## src/rtl/stride_prefetcher.sv

```systemverilog
module stride_prefetcher #(
  parameter int PC_W     = 32,
  parameter int ADDR_W   = 32,
  parameter int ENTRIES  = 16,
  parameter int WORD_OFF = 2
) (
  input  logic              clk,
  input  logic              rst_n,
  input  logic              ld_valid,
  input  logic [PC_W-1:0]   ld_pc,
  input  logic [ADDR_W-1:0] ld_addr,
  output logic              pf_valid,
  output logic [ADDR_W-1:0] pf_addr
);
  localparam int IDX_W = $clog2(ENTRIES);
  localparam int TAG_W = PC_W - IDX_W - WORD_OFF;

  typedef enum logic [1:0] {S_FRESH, S_TENT, S_LOCK, S_UNPRED} conf_t;

  logic              vld_q    [ENTRIES];
  logic [TAG_W-1:0]  tag_q    [ENTRIES];
  logic [ADDR_W-1:0] prev_q   [ENTRIES];
  logic [ADDR_W-1:0] stride_q [ENTRIES];
  conf_t             st_q     [ENTRIES];

  logic [IDX_W-1:0]  idx;
  logic [TAG_W-1:0]  tag_in;
  logic              hit, match;
  logic [ADDR_W-1:0] diff, stride_nxt;
  conf_t             st_nxt;

  assign idx    = ld_pc[WORD_OFF +: IDX_W];
  assign tag_in = ld_pc[PC_W-1 -: TAG_W];
  assign hit    = vld_q[idx] && (tag_q[idx] == tag_in);
  assign diff   = ld_addr - prev_q[idx];
  assign match  = (diff == stride_q[idx]);

  always_comb begin
    st_nxt     = st_q[idx];
    stride_nxt = stride_q[idx];
    unique case (st_q[idx])
      S_FRESH:  if (match) st_nxt = S_LOCK;
                else begin st_nxt = S_TENT;   stride_nxt = diff; end
      S_TENT:   if (match) st_nxt = S_LOCK;
                else begin st_nxt = S_UNPRED; stride_nxt = diff; end
      S_LOCK:   if (!match) st_nxt = S_FRESH;
      S_UNPRED: if (match) st_nxt = S_TENT;
                else stride_nxt = diff;
      default:  st_nxt = S_FRESH;
    endcase
  end

  always_ff @(posedge clk) begin
    if (!rst_n) begin
      for (int i = 0; i < ENTRIES; i++) begin
        vld_q[i] <= 1'b0;
        st_q[i]  <= S_FRESH;
      end
      pf_valid <= 1'b0;
      pf_addr  <= '0;
    end else begin
      pf_valid <= 1'b0;
      if (ld_valid) begin
        prev_q[idx] <= ld_addr;
        if (hit) begin
          st_q[idx]     <= st_nxt;
          stride_q[idx] <= stride_nxt;
          if (st_nxt == S_LOCK && stride_nxt != '0) begin
            pf_valid <= 1'b1;
            pf_addr  <= ld_addr + stride_nxt;
          end
        end else begin
          vld_q[idx]    <= 1'b1;
          tag_q[idx]    <= tag_in;
          st_q[idx]     <= S_FRESH;
          stride_q[idx] <= '0;
        end
      end
    end
  end
endmodule

```

## config.mk

```make
export PLATFORM = sky130hd
export DESIGN_NAME = stride_prefetcher
export DESIGN_NICKNAME = d
export VERILOG_FILES = /design/src/rtl/stride_prefetcher.sv
export SDC_FILE = /design/constraint.sdc
export NUM_CORES = 2
export LEC_CHECK = 0
export BUFFER_PORTS_ARGS = -buffer_cell sky130_fd_sc_hd__buf_2
export CORE_MARGIN = 2
export CORE_UTILIZATION = 35
export CTS_BUF_LIST = sky130_fd_sc_hd__clkbuf_8
export CTS_CLUSTER_SIZE = 14
export DETAILED_ROUTE_END_ITERATION = 6
export RECOVER_POWER = 50
export SETUP_SLACK_MARGIN = 0.2
export SYNTH_ARGS = -nofsm -noshare
export SYNTH_HDL_FRONTEND = slang
export SYNTH_SLANG_ARGS = --single-unit
```

## constraint.sdc

```tcl
create_clock -name clk -period 11.47 [get_ports clk]
set_clock_uncertainty 0.1 [all_clocks]
set_input_delay 1.147 -clock clk [delete_from_list [all_inputs] [get_ports clk]]
set_output_delay 1.147 -clock clk [all_outputs]
set_load 0.1 [all_outputs]
```

==> run summary <==
Horiz. Die Dim = 428.9 microns
TNS Setup = 0 ps
Ports = 100
largest family of logic cells by synthesized area = multiplexers
DP Worst Slack = 593.9 ps
vias in the first global route = 32,362
iteration count of the initial detailed-routing pass = 7
simple-gate area share of the yosys netlist = 3.518%
CP dominant cell by count = a21oi_1
CTS sink count = 1,521
M2 GR Usage = 27.60%
syn_area_per_cell = 20.27 sq um
multiplexer share of the synthesized area = 17.52%
delay-heaviest family, CP = compound AO/OA/AOI/OAI gates
share of cells above drive strength 1 = 25.35%
total CTS buffers = 230
Max clock buf depth = 3
Internal Power = 9.088 mW
Combinational Power Share = 13.1%
pwr/cell area = 172.4 nW/um^2
count of state elements after synthesis = 1,521
Final HPWL DP = 88,010 microns
H-tree levels = 4
initial antenna violation count = 17
compound-cell area share of the yosys netlist = 2.645%
post-route ant nets = 0
WL per Instance = 26.58 microns
Mapped Cells = 3,117
clock slew at reported path FFs = 60 ps
min cycle time layout = 9968 ps
GP Congestion = 0.8797
first-pass GRT wire length = 226,700 microns
Area Growth Syn to Fin = 12.42%
top post-synthesis cells by area = edfxtp_1, mux4_2, dfxtp_1
net load switching power = 3.158 mW
period utilization = 86.91%
GR Overflow Total = 0
Max stage delay cell, worst path = o41ai_1
headroom to the max-slew limit = -124.5%
Worst VDD drop = 0.1076 mV
Clock power frac = 35.2%
max-capacitance violation count = 18
Vias = 31,650
final WL = 157,600 microns
RSZ-0062 raised after global routing = false
yosys synthesis warning count = 0
DIE HEIGHT = 428.9 microns
global routing's busiest layer = met2
status = complete, but fails checks
WHS = 348.5 ps
largest net degree at the start of global routing = 108
Post-CTS Hold Buffers = 0
Resized Gates After CTS = 0
main flop type after synthesis = edfxtp_1
Buf/Inv on CP = 3
IO Port Bufs = 97
vias per inst = 5.339
Post-synth EDFFs = 1,472
Worst Hold Class = reg2reg
Core Region = 179,000 sq um
mapped cell area = 63,200 sq um
failing checks = design-rule violations, max-capacitance violations, max-slew violations
post-synthesis adder-cell area fraction = 1.390%
sequential share of power = 51.6%
global-route met1 utilization = 22.96%
most common cell after layout, fill and taps aside = edfxtp_1
FP Rows = 155
Initial Utilization = 35.30%
switch share = 25.79%
CP Data Arrival Time = 10,640 ps
TritonCTS clock tree = done
die area = 184,000 sq um
root buf cell = clkbuf_8
WP data required = 12,150 ps
Max Clock Freq = 100.3 MHz
count of cell types in the netlist = 91
Fin. Hold Viols = 0
crit end category = register
final worst setup slack = 1502 ps
final net count = 3,521
number of max-slew violations in the final report = 590
Worst path max stage delay = 840 ps
FFs w/ async S/R, synth = 0%
Net Count, Synth = 3,253
worst-margin pin slew = 3367 ps
setup violators final = 0
critical path class = in2reg
post-CTS setup buffer count = 0
most frequent cells in the layout = edfxtp_1, mux4_2, clkbuf_8, inv_1, clkbuf_1
clock latency on the worst-skew pair = 1000 ps
DRC violations left = 1
P_leak = 23.05 nW
leading area contributor after synthesis = edfxtp_1
Seq/Total Area, Yosys = 71.50%
post-synthesis xor/xnor area fraction = 1.641%
met3 GRT Util = 3.140%
CP Max Fanout = 33
gr usage total = 16.91%
CP startpoint kind = input port
Initial DRC Count = 3,039
Synth top area share = 69.94%
routing by layer:
layer / vias up / routed length [microns]
li1: 13479 / -
met1: 16898 / 67560
met2: 1002 / 76770
met3: 261 / 8816
met4: 10 / 4389
met5: - / 47
metrics by stage:
step                cells  util [%]  total power [mW]  cell area, sq um
CTS                  5925     39.79             12.36             71220
global route         5927     39.69             12.69             71040
finish               5928     39.69             12.25             71040
detailed placement   5508     37.30             8.045             66760
global placement     5508     37.30             8.024             66760
floorplan            3117         -             7.487             63200
synth_stat cells (all sizes together), types with 14 or more instances:
cell type and instances:
nand2 87, nor2 87, mux2 29, and2 37, mux4 452, edfxtp 1472, a21o 30, xnor2 72
a21oi 69, nand2b 20, ha 67, nor4 19, o21ai 34, nor3 34, nor2b 39, xor2 29
or3 14, inv 87, nand4 20, dfxtp 49, clkbuf 66, mux2i 46, buf 82, a22oi 18
nand3 21
path summary, 6_finish.rpt:
path                                    end  cells after the start  slack, ps         start
worst max-delay path            pf_addr[30]                     32       1500      ld_pc[2]
worst min-delay path              vld_q[10]                      1        350     vld_q[10]
worst max register to register  pf_addr[30]                     31       1920  prev_q[8][0]
worst min register to register    vld_q[10]                      1        350     vld_q[10]
logic make-up (layout without fill, tap and decap cells):
group                      Yosys count  count (layout)
DFF                               1521            1521
adders and majority gates           69              69
other                                0               3
buffers and inverters              235             688
muxes                              527             527
xor gates and xnor gates           107             107
and+or+nand+nor                    413             413
AOI/OAI and AO/OA                  245             245
cell type report:
class,instances,area [sq um]
fillers,15946,108000
repair buffers,184,1055
well taps,2355,2947
clock buffers,236,3248
diodes,3,7.507
inverters,87,326.6
multi-input cells,1361,17070
clock inverters,181,1205
flip-flops and latches,1521,45180
power groups by stage:
stage	clock, mW	sequential, mW	combinational, mW
after floorplan	0	6.43	1.05
after global placement	0	6.43	1.59
after detailed placement	0	6.44	1.61
after CTS	4.42	6.32	1.62
after global routing	4.64	6.33	1.73
final	4.31	6.32	1.61
registers in the layout, summed over array words and instances, names as in the netlist:
| signal | count |
|---|---|
| pf_addr | 32 |
| pf_valid | 1 |
| prev_q | 512 |
| st_q | 32 |
| stride_q | 512 |
| tag_q | 416 |
| vld_q | 16 |
Power figures use the tool's default switching activity.
